<file path="config.mk">
export PLATFORM = sky130hd
export DESIGN_NAME = spi_dual_edge_master
export DESIGN_NICKNAME = d
export VERILOG_FILES = /design/src/rtl/spi_dem_pkg.sv /design/src/rtl/spi_sck_gen.sv /design/src/rtl/spi_tx_fsm.sv /design/src/rtl/spi_rx_capture.sv /design/src/rtl/spi_dual_edge_master.sv
export SDC_FILE = /design/constraint.sdc
export NUM_CORES = 1
export LEC_CHECK = 0
export ABC_AREA = 1
export ABC_CLOCK_PERIOD_IN_PS = 2029
export BUFFER_PORTS_ARGS = -buffer_cell sky130_fd_sc_hd__buf_4
export CAP_MARGIN = 20
export CELL_PAD_IN_SITES_DETAIL_PLACEMENT = 0
export CELL_PAD_IN_SITES_GLOBAL_PLACEMENT = 2
export CORE_AREA = 2 2 80 82
export CTS_BUF_LIST = sky130_fd_sc_hd__clkbuf_8
export DETAILED_ROUTE_END_ITERATION = 8
export DIE_AREA = 0 0 82 84
export GPL_ROUTABILITY_DRIVEN = 0
export PLACE_DENSITY = 0.91
export RECOVER_POWER = 100
export SLEW_MARGIN = 20
export SYNTH_ARGS = -nofsm -noshare
export SYNTH_HDL_FRONTEND = slang
export SYNTH_SLANG_ARGS = --single-unit
</file>
<file path="constraint.sdc">
create_clock -name clk -period 2.03 [get_ports clk]
set_input_delay 0.406 -clock clk [delete_from_list [all_inputs] [get_ports clk]]
set_output_delay 0.406 -clock clk [all_outputs]
set_load 0.1 [all_outputs]
</file>
<file path="src/rtl/spi_dem_pkg.sv">
// Package: shared types for the dual-edge SPI master.
// Assumes mode bit 0 is clock polarity and mode bit 1 is clock phase.
package spi_dem_pkg;

    typedef enum logic [1:0] {
        ST_IDLE = 2'd0,
        ST_LEAD = 2'd1,
        ST_XFER = 2'd2,
        ST_TAIL = 2'd3
    } xfer_state_t;

    // Idle level of the serial clock for a mode
    function automatic logic mode_cpol(input logic [1:0] m);
        return m[0];
    endfunction

    // Extra half-period lead before the first clock edge
    function automatic logic mode_cpha(input logic [1:0] m);
        return m[1];
    endfunction

endpackage

</file>
<file path="src/rtl/spi_sck_gen.sv">
// Serial clock generator: a half-period timer that issues a tick every
// HALF_DIV system clocks while enabled. It toggles sck on ticks when
// toggling is allowed, and it flags which kind of edge each toggle is.
// Assumes HALF_DIV >= 1. While disabled, sck tracks the idle level.
module spi_sck_gen #(
    parameter int HALF_DIV = 2
) (
    input  logic clk,
    input  logic rst_n,
    input  logic en,
    input  logic toggle_en,
    input  logic idle_lvl,
    output logic tick,
    output logic rise_evt,
    output logic fall_evt,
    output logic sck
);
    localparam int TW = (HALF_DIV > 1) ? $clog2(HALF_DIV) : 1;

    logic [TW-1:0] tmr_q;

    assign tick     = en && (tmr_q == TW'(HALF_DIV - 1));
    assign rise_evt = tick && toggle_en && !sck;
    assign fall_evt = tick && toggle_en && sck;

    // Half-period timer, restarted on every tick and held while disabled
    always_ff @(posedge clk) begin
        if (!rst_n || !en || tick) tmr_q <= '0;
        else                       tmr_q <= tmr_q + 1'b1;
    end

    // Serial clock register: idle level when off, toggles on allowed ticks
    always_ff @(posedge clk) begin
        if (!rst_n)                 sck <= 1'b0;
        else if (!en)               sck <= idle_lvl;
        else if (tick && toggle_en) sck <= ~sck;
    end

endmodule

</file>
<file path="src/rtl/spi_tx_fsm.sv">
// Transfer sequencer: accepts start when idle, lowers one select line,
// holds MOSI most significant bit first, and shifts it on falling sck
// edges only. It counts 2*WORD sck transitions and closes the transfer
// one tick later with a done pulse. Assumes tick and the edge flags come
// from spi_sck_gen, and that the edge flags fire only in ST_XFER.
module spi_tx_fsm
    import spi_dem_pkg::*;
#(
    parameter int WORD       = 8,
    parameter int NUM_SLAVES = 4,
    parameter int SEL_W      = 2
) (
    input  logic                  clk,
    input  logic                  rst_n,
    input  logic                  start,
    input  logic [WORD-1:0]       tx_byte,
    input  logic [SEL_W-1:0]      slave_sel,
    input  logic [1:0]            mode,
    input  logic                  tick,
    input  logic                  rise_evt,
    input  logic                  fall_evt,
    input  logic                  sck_i,
    output xfer_state_t           state,
    output logic [1:0]            mode_q,
    output logic [NUM_SLAVES-1:0] ssn,
    output logic                  mosi,
    output logic                  done
);
    localparam int EW = $clog2(2 * WORD);

    logic [NUM_SLAVES-1:0] sel_hit;
    logic [WORD-1:0]       tx_sh;
    logic [EW-1:0]         edge_cnt;
    logic                  lead_ph;

    // One-hot decode of the requested slave index
    for (genvar g = 0; g < NUM_SLAVES; g++) begin : g_sel
        assign sel_hit[g] = (slave_sel == SEL_W'(g));
    end

    assign mosi = tx_sh[WORD-1];

    // Main sequencer: select, lead, serial exchange, tail and release
    always_ff @(posedge clk) begin
        if (!rst_n) begin
            state    <= ST_IDLE;
            mode_q   <= 2'b00;
            ssn      <= '1;
            tx_sh    <= '0;
            edge_cnt <= '0;
            lead_ph  <= 1'b0;
            done     <= 1'b0;
        end else begin
            done <= 1'b0;
            case (state)
                ST_IDLE: if (start) begin
                    state    <= ST_LEAD;
                    mode_q   <= mode;
                    tx_sh    <= tx_byte;
                    edge_cnt <= '0;
                    lead_ph  <= 1'b0;
                    ssn      <= ~sel_hit;
                end
                ST_LEAD: if (tick) begin
                    if (lead_ph == mode_cpha(mode_q)) state <= ST_XFER;
                    else                             lead_ph <= 1'b1;
                end
                ST_XFER: if (rise_evt || fall_evt) begin
                    edge_cnt <= edge_cnt + 1'b1;
                    if (fall_evt && edge_cnt != '0) tx_sh <= tx_sh << 1;
                    if (edge_cnt == EW'(2 * WORD - 1)) state <= ST_TAIL;
                end
                ST_TAIL: if (tick) begin
                    state <= ST_IDLE;
                    ssn   <= '1;
                    done  <= 1'b1;
                end
                default: state <= ST_IDLE;
            endcase
        end
    end


    mosi_hold_chk: assert property (@(posedge clk) disable iff (!rst_n)
        (state == ST_XFER) && !fall_evt |=> $stable(mosi));

    busy_start_chk: assert property (@(posedge clk) disable iff (!rst_n)
        (state == ST_XFER) && start |=> $stable(ssn));

    done_pulse_chk: assert property (@(posedge clk) disable iff (!rst_n)
        done |=> !done);

    tail_idle_chk: assert property (@(posedge clk) disable iff (!rst_n)
        (state == ST_TAIL) |-> (sck_i == mode_cpol(mode_q)));

endmodule

</file>
<file path="src/rtl/spi_rx_capture.sv">
// Receive path: shifts MISO in at rising sck edges, most significant bit
// first, and copies the word to the output when the transfer closes.
// Assumes exactly WORD rising edges occur between two loads.
module spi_rx_capture #(
    parameter int WORD = 8
) (
    input  logic            clk,
    input  logic            rst_n,
    input  logic            rise_evt,
    input  logic            load,
    input  logic            miso,
    output logic [WORD-1:0] rx_byte
);
    logic [WORD-1:0] shift_q;

    // Capture register, advanced only on rising serial clock edges
    always_ff @(posedge clk) begin
        if (!rst_n)        shift_q <= '0;
        else if (rise_evt) shift_q <= {shift_q[WORD-2:0], miso};
    end

    // Output holding register, updated once per completed transfer
    always_ff @(posedge clk) begin
        if (!rst_n)    rx_byte <= '0;
        else if (load) rx_byte <= shift_q;
    end


    rx_hold_chk: assert property (@(posedge clk) disable iff (!rst_n)
        !rise_evt |=> $stable(shift_q));

endmodule

</file>
<file path="src/rtl/spi_dual_edge_master.sv">
// Top level of the dual-edge SPI master. It wires the clock generator,
// the falling-edge sequencer and the rising-edge capture together. The
// idle clock level follows the live mode input between transfers and the
// latched mode during one. Assumes miso is synchronous to clk.
module spi_dual_edge_master
    import spi_dem_pkg::*;
#(
    parameter  int NUM_SLAVES = 4,
    parameter  int HALF_DIV   = 2,
    parameter  int WORD       = 8,
    localparam int SEL_W      = (NUM_SLAVES > 1) ? $clog2(NUM_SLAVES) : 1
) (
    input  logic                  clk,
    input  logic                  rst_n,
    input  logic                  start,
    input  logic [WORD-1:0]       tx_byte,
    input  logic [SEL_W-1:0]      slave_sel,
    input  logic [1:0]            mode,
    output logic [WORD-1:0]       rx_byte,
    output logic                  done,
    output logic                  sck,
    output logic                  mosi,
    input  logic                  miso,
    output logic [NUM_SLAVES-1:0] ssn
);
    xfer_state_t state;
    logic [1:0]  mode_q;
    logic        tick, rise_evt, fall_evt;
    logic        gen_en, gen_toggle, idle_lvl, finish;

    assign gen_en     = (state != ST_IDLE);
    assign gen_toggle = (state == ST_XFER);
    assign idle_lvl   = (state == ST_IDLE) ? mode_cpol(mode) : mode_cpol(mode_q);
    assign finish     = (state == ST_TAIL) && tick;

    spi_sck_gen #(.HALF_DIV(HALF_DIV)) sck_gen_i (
        .clk(clk), .rst_n(rst_n), .en(gen_en), .toggle_en(gen_toggle),
        .idle_lvl(idle_lvl), .tick(tick), .rise_evt(rise_evt),
        .fall_evt(fall_evt), .sck(sck)
    );

    spi_tx_fsm #(.WORD(WORD), .NUM_SLAVES(NUM_SLAVES), .SEL_W(SEL_W)) tx_fsm_i (
        .clk(clk), .rst_n(rst_n), .start(start), .tx_byte(tx_byte),
        .slave_sel(slave_sel), .mode(mode), .tick(tick), .rise_evt(rise_evt),
        .fall_evt(fall_evt), .sck_i(sck), .state(state), .mode_q(mode_q),
        .ssn(ssn), .mosi(mosi), .done(done)
    );

    spi_rx_capture #(.WORD(WORD)) rx_cap_i (
        .clk(clk), .rst_n(rst_n), .rise_evt(rise_evt), .load(finish),
        .miso(miso), .rx_byte(rx_byte)
    );


    one_slave_chk: assert property (@(posedge clk) disable iff (!rst_n)
        $onehot0(~ssn));

    done_release_chk: assert property (@(posedge clk) disable iff (!rst_n)
        done |-> (&ssn));

endmodule

</file>
==> results of run 1 <==
[stage by stage]
step | std cells | hold slack, ns | area, sq um | utilization | setup WS (ns)
after floorplan | 260 | 0.4206 | 1879 | - | 0.2704
after global placement | 362 | 0.4479 | 2181 | 0.3578 | 0.3100
after detailed placement | 362 | 0.4386 | 2181 | 0.3578 | 0.2591
after CTS | 369 | 0.3603 | 2283 | 0.3746 | 0.2431
after global routing | 369 | 0.3791 | 2236 | 0.3668 | 0.02016
final | 369 | 0.3674 | 2236 | 0.3668 | 0.2404
[power by group through the flow]
stage	clock, uW	combinational (uW)	sequential (uW)
5_1_grt	665	2030	1080
6_report	611	1760	1060
2_1_floorplan	0	1200	1390
3_3_place_gp	0	1840	1070
3_5_place_dp	0	1830	1080
4_1_cts	637	1840	1060
[layout make-up]
type                    instances  area [sq um]
fillers                       677          3860
clock buffers                   5         68.82
repair buffers                 36         230.2
clock inverters                 2         33.78
multi-input cells             190         950.9
well taps                      77         96.34
inverters                      20         75.07
flip-flops and latches         39         780.7
[synthesized netlist by cell type]
library cell  instances
buf_2                 4
o21ai_2               1
nand2_4               1
nor2_1               46
a21oi_2               8
buf_8                 1
nand3_1              34
buf_6                 1
nand3b_4              1
a31oi_1               1
nand2_1              54
a21boi_0              7
clkbuf_1              4
o21ai_0              13
buf_1                 1
inv_2                 4
nor2_2                1
nand4_1               2
nor3_1                1
inv_1                16
nand2_2               2
dfxtp_1              39
a21oi_1              11
ha_1                  7
[worst min-delay path, stage by stage]
cell     delay, ns
buf_4         0.07
o21ai_0       0.07
nor2_1        0.07
[worst paths after layout]
kind	slack, ns	depth (start not counted)	to	startpoint
min reg2reg	0.45	1	sck_gen_i.tmr_q$_SDFF_PP0_	sck_gen_i.tmr_q$_SDFF_PP0_
max reg2reg	0.24	10	tx_fsm_i.ssn[3]$_SDFFE_PN1P_	tx_fsm_i.state[0]$_SDFFE_PN0P_
max	0.24	10	tx_fsm_i.ssn[3]$_SDFFE_PN1P_	tx_fsm_i.state[0]$_SDFFE_PN0P_
min	0.37	3	rx_cap_i.shift_q[0]$_SDFFE_PN0P_	miso
[placed cells by master, fill, tap and decap left out]
master and n:
a21oi_2 8, a21boi_0 7, nor2_2 1, inv_1 18, ha_1 7, nand3_1 34, o21ai_0 13, nand2_2 2
clkbuf_8 5, clkbuf_2 16, nand3b_4 1, buf_4 20, nand2_1 55, inv_2 3, a21oi_1 11, o21ai_2 1
nand4_1 2, nor3_1 1, nor2_1 46, a31oi_1 1, bufinv_16 1, dfxtp_1 39
[state kept, by name (all words and copies together) (netlist names)]
| name | cells |
|---|---|
| tx_fsm_i.lead_ph | 1 |
| tx_fsm_i.done | 1 |
| tx_fsm_i.mode_q | 1 |
| sck_gen_i.tmr_q | 1 |
| tx_fsm_i.tx_sh | 8 |
| tx_fsm_i.edge_cnt | 4 |
| tx_fsm_i.ssn | 4 |
| sck_gen_i.sck | 1 |
| rx_cap_i.rx_byte | 8 |
| rx_cap_i.shift_q | 8 |
| tx_fsm_i.state | 2 |
[metal layers]
layer,share of wire,track usage,vias to the layer above
met2,0.46,0.2180,31
met4,0.0034,0.03182,0
met1,0.50,0.1669,752
li1,-,-,902
met3,0.037,0.03247,2
met5,0,0,-
[cell families after synthesis]
group           count (synthesis)  share of synthesized area
compound gates                 41                     0.1372
fa+ha+maj                       7                    0.04660
buf+inv                        31                    0.07456
simple gates                  142                     0.3262
flops                          39                     0.4154
==> results.json, run 1 <==
{
  "crit_top_cell": "nand2_1",
  "ant_nets": 0,
  "firstDrtPassIters": 4,
  "report.power.total_uw": 3436,
  "arrival_ns": 1.95,
  "rows": 29,
  "rsz0062_at_grt": "no",
  "dp_hpwl_mm": 2.973,
  "path_class": "reg -> reg",
  "synth_nets": 283,
  "post-route-period-util": 0.8816,
  "clk_path_buf_depth": 2,
  "layout_min_cycle_time_ns": 1.790,
  "drv_cap": 0,
  "hp-class": "in -> reg",
  "combPwrFrac": 0.514,
  "routedWlPerCell_microns": 11.15,
  "drtIter0Drc": 87,
  "vias_per_cell": 4.572,
  "route.detailed.drc": 0,
  "cts_setup_buffers": 0,
  "cts_resized": 0,
  "crit_required_ns": 2.19,
  "power_density_mw_per_mm2": 1537,
  "yosys-top-cells-area": "dfxtp_1 (42%), nand2_1 (11%), nor2_1 (9.2%)",
  "end_kind": "flip-flop",
  "grt_overflow": 0,
  "final-hold-violation-count": 0,
  "synthCells": 260,
  "finalSetupViolations": 0,
  "cp_top_family": "simple AND/OR/NAND/NOR gates",
  "hold_buffers": 0,
  "slew_viol_final": 0,
  "syn_area_sq_mm": 0.001879,
  "start_util": 0.3083,
  "die_x_microns": 82,
  "yosysTopAreaCellShare": 0.4154,
  "ys_seq_area_frac": 0.4154,
  "p_int_uw": 1831,
  "fmax_mhz": 558.8,
  "io_buffers": 30,
  "n_antenna_cell": 0,
  "crit_buf_inv": 3,
  "grt_use_total": 0.1308,
  "ir_drop_mv": 0.5513,
  "slowest_stage": "dfxtp_1",
  "drt-total-wl_mm": 4.114,
  "antenna_found_initial": 0,
  "die_area_sq_mm": 0.006888,
  "cts_num_sinks": 39,
  "skew_ns": 0.005979,
  "synth_top_area_cell": "dfxtp_1",
  "h-tree-depth": 2,
  "slew_headroom": 0.6368,
  "io_pins": 31,
  "numCtsBuffers": 5,
  "ys_warn_count": 0,
  "die_y_microns": 84,
  "setup-tns-final_ns": 0,
  "critical_path.max_stage_delay_ns": 0.38,
  "grt_max_degree": 27,
  "cts_tree": "yes",
  "p_sw_frac": 0.4671,
  "vias": 1687,
  "clk-insertion-delay-late_ns": 0.28,
  "status": "finished clean",
  "p_leak_uw": 0.001014,
  "coreArea_sq_mm": 0.006096,
  "p_seq_frac": 0.309,
  "grt_first_pass_wirelength_mm": 7.162,
  "clkTransAtPathRegs_ns": 0.07,
  "grt_pass1_vias": 1619,
  "p_clk_frac": 0.178,
  "drive_gt1_frac": 0.1986,
  "ys_seq_elements": 39,
  "avgSynthCellArea_sq_um": 7.228,
  "critPathLaunchType": "flip-flop",
  "syn_to_final_growth_pct": 18.97,
  "root_buffer": "clkbuf_8",
  "crit_chain": "inv_1, ha_1, inv_2, nand2_2, inv_2, nand2_1, o21ai_2, nand2_1, nand2_1, nand3_1",
  "worst-slew-pin-transition_ns": 0.5472,
  "synth_cell_types": 24,
  "path_max_fanout": 12,
  "p_sw_uw": 1605,
  "fin_nets": 315
}
(Power assumes the default switching activity.)
==> run 2: changes to the inputs <==
--- a/config.mk
+++ b/config.mk
@@ -6,7 +6,7 @@
 export NUM_CORES = 1
 export LEC_CHECK = 0
 export ABC_AREA = 1
-export ABC_CLOCK_PERIOD_IN_PS = 2029
+export ABC_CLOCK_PERIOD_IN_PS = 1800
 export BUFFER_PORTS_ARGS = -buffer_cell sky130_fd_sc_hd__buf_4
 export CAP_MARGIN = 20
 export CELL_PAD_IN_SITES_DETAIL_PLACEMENT = 0
==> constraint.sdc (replaced) <==
create_clock -name clk -period 1.8 [get_ports clk]
set_input_delay 0.36 -clock clk [delete_from_list [all_inputs] [get_ports clk]]
set_output_delay 0.36 -clock clk [all_outputs]
set_load 0.1 [all_outputs]
==> results.json, run 2 (synthesized netlist as in run 1, its figures left out) <==
{
  "power_density_mw_per_mm2": 1723,
  "fmax_mhz": 595.2,
  "routedWlPerCell_microns": 11.52,
  "grt_use_total": 0.1374,
  "min_path_cells": 3,
  "multiInputGateArea_sq_um": 975.9,
  "grt_overflow": 0,
  "slew_viol_final": 0,
  "critical_path.max_stage_delay_ns": 0.34,
  "r2r-end": "tx_fsm_i.tx_sh[4]$_SDFFE_PN0P_",
  "n_antenna_cell": 0,
  "final-hold-violation-count": 0,
  "end_kind": "flip-flop",
  "clkTransAtPathRegs_ns": 0.08,
  "status": "finished clean",
  "vias": 1739,
  "seq_area_sq_um": 783.3,
  "rows": 29,
  "reg.largest.list": "rx_cap_i.rx_byte (8), rx_cap_i.shift_q (8), tx_fsm_i.tx_sh (8)",
  "firstDrtPassIters": 4,
  "die_x_microns": 82,
  "grt_first_pass_wirelength_mm": 7.396,
  "final_area_sq_mm": 0.002283,
  "die_y_microns": 84,
  "layout_min_cycle_time_ns": 1.680,
  "path_max_fanout": 8,
  "clk-insertion-delay-late_ns": 0.29,
  "crit_chain": "inv_1, ha_1, inv_1, nand2_1, nand2_4, buf_4, a21oi_2, nor2_1",
  "slowest_stage": "dfxtp_2",
  "cts_tree": "yes",
  "antenna_found_initial": 0,
  "worst-slew-pin-transition_ns": 0.5506,
  "finalSetupViolations": 0,
  "numCtsBuffers": 5,
  "p_leak_uw": 0.001031,
  "hp-class": "in -> reg",
  "holdWs_ns": 0.3171,
  "layout_common_cells": "nand2_1 (53), nor2_1 (46), dfxtp_1 (37)",
  "io_pins": 31,
  "cts_num_sinks": 39,
  "cp_top_family": "simple AND/OR/NAND/NOR gates",
  "slew_headroom": 0.6345,
  "root_buffer": "clkbuf_8",
  "drv_cap": 0,
  "skew_ns": 0.006948,
  "ant_nets": 0,
  "ir_drop_mv": 0.8341,
  "crit_buf_inv": 3,
  "die_area_sq_mm": 0.006888,
  "grt_pass1_vias": 1627,
  "coreArea_sq_mm": 0.006096,
  "drive_gt1_frac": 0.2357,
  "grt_max_degree": 20,
  "final_common_cell": "nand2_1",
  "min_to": "tx_fsm_i.mode_q[1]$_SDFFE_PN0P_",
  "start_util": 0.3083,
  "setup-tns-final_ns": 0,
  "crit_required_ns": 1.99,
  "worstHoldStart": "mode[1]",
  "route.detailed.drc": 0,
  "h-tree-depth": 2,
  "clk_path_buf_depth": 2,
  "fin_nets": 320,
  "dp_hpwl_mm": 2.992,
  "syn_to_final_growth_pct": 21.50,
  "nFillCells": 664,
  "path_class": "reg -> reg",
  "reg2reg_from": "tx_fsm_i.state[0]$_SDFFE_PN0P_",
  "critPathLaunchType": "flip-flop",
  "io_buffers": 30,
  "drt-total-wl_mm": 4.307,
  "crit_top_cell": "inv_1",
  "placed_area_sq_mm": 0.002203,
  "r2r_cells": 8,
  "r2r_slack_ns": 0.12,
  "vias_per_cell": 4.650,
  "drtIter0Drc": 47,
  "arrival_ns": 1.87,
  "post-route-period-util": 0.9334
}
==> run 2: per-stage QoR <==
| step | util | worst slack (ns) | instances | power [uW] |
|---|---|---|---|---|
| final | 0.3746 | 0.1198 | 374 | 3935 |
| after global routing | 0.3746 | -0.01899 | 374 | 4281 |
| after CTS | 0.3758 | 0.06449 | 372 | 3905 |
| after detailed placement | 0.3615 | 0.07272 | 365 | 3304 |
| after global placement | 0.3615 | 0.1438 | 365 | 3306 |
| after floorplan | - | 0.04035 | 260 | 2920 |
==> run 2: worst max-delay path by stage <==
stage | cells after the start | endpoint | start | slack [ns]
global placement | 10 | tx_fsm_i.edge_cnt[0]$_SDFFE_PN0P_ | tx_fsm_i.state[0]$_SDFFE_PN0P_ | 0.14
CTS | 10 | tx_fsm_i.edge_cnt[0]$_SDFFE_PN0P_ | tx_fsm_i.state[0]$_SDFFE_PN0P_ | 0.06
floorplan | 8 | tx_fsm_i.tx_sh[0]$_SDFFE_PN0P_ | sck_gen_i.sck$_SDFFE_PN0P_ | 0.04
finish | 8 | tx_fsm_i.tx_sh[4]$_SDFFE_PN0P_ | tx_fsm_i.state[0]$_SDFFE_PN0P_ | 0.12
global route | 10 | tx_fsm_i.edge_cnt[0]$_SDFFE_PN0P_ | tx_fsm_i.state[0]$_SDFFE_PN0P_ | -0.02
detailed placement | 10 | tx_fsm_i.edge_cnt[0]$_SDFFE_PN0P_ | tx_fsm_i.state[0]$_SDFFE_PN0P_ | 0.07
==> run 2: cell type report <==
cell class                      count  share of cell area
Tap cell                           77             0.04219
Multi-Input combinational cell    191              0.4274
Clock inverter                      1            0.002192
Sequential cell                    39              0.3430
Inverter                           20             0.03397
Clock buffer                        6             0.03616
Timing Repair Buffer               40              0.1151
==> run 2: what timing repair did <==
action	4_1_cts	5_1_grt
setup buffers	0	1
endpoints found under the setup margin	0	21
hold buffers	0	0
gates resized for setup	0	6
==> run 2: power breakdown <==
group / leakage (uW) / internal [uW] / total [uW] / switching (uW)
clock network: 0.0000470 / 301 / 600 / 299
registers: 0.000319 / 1060 / 1200 / 135
logic: 0.000665 / 671 / 2140 / 1470
total: 0.00103 / 2030 / 3930 / 1900
==> run 2: metal layers <==
metal,track usage,routed length [microns]
met1,0.1749,2073
met2,0.2239,1998
met3,0.03247,175
met4,0.04697,59
met5,0,0
==> run 2: worst min-delay path: stages <==
cell	delay, ns
buf_4	0.07
o21ai_0	0.07
nor2_1	0.07
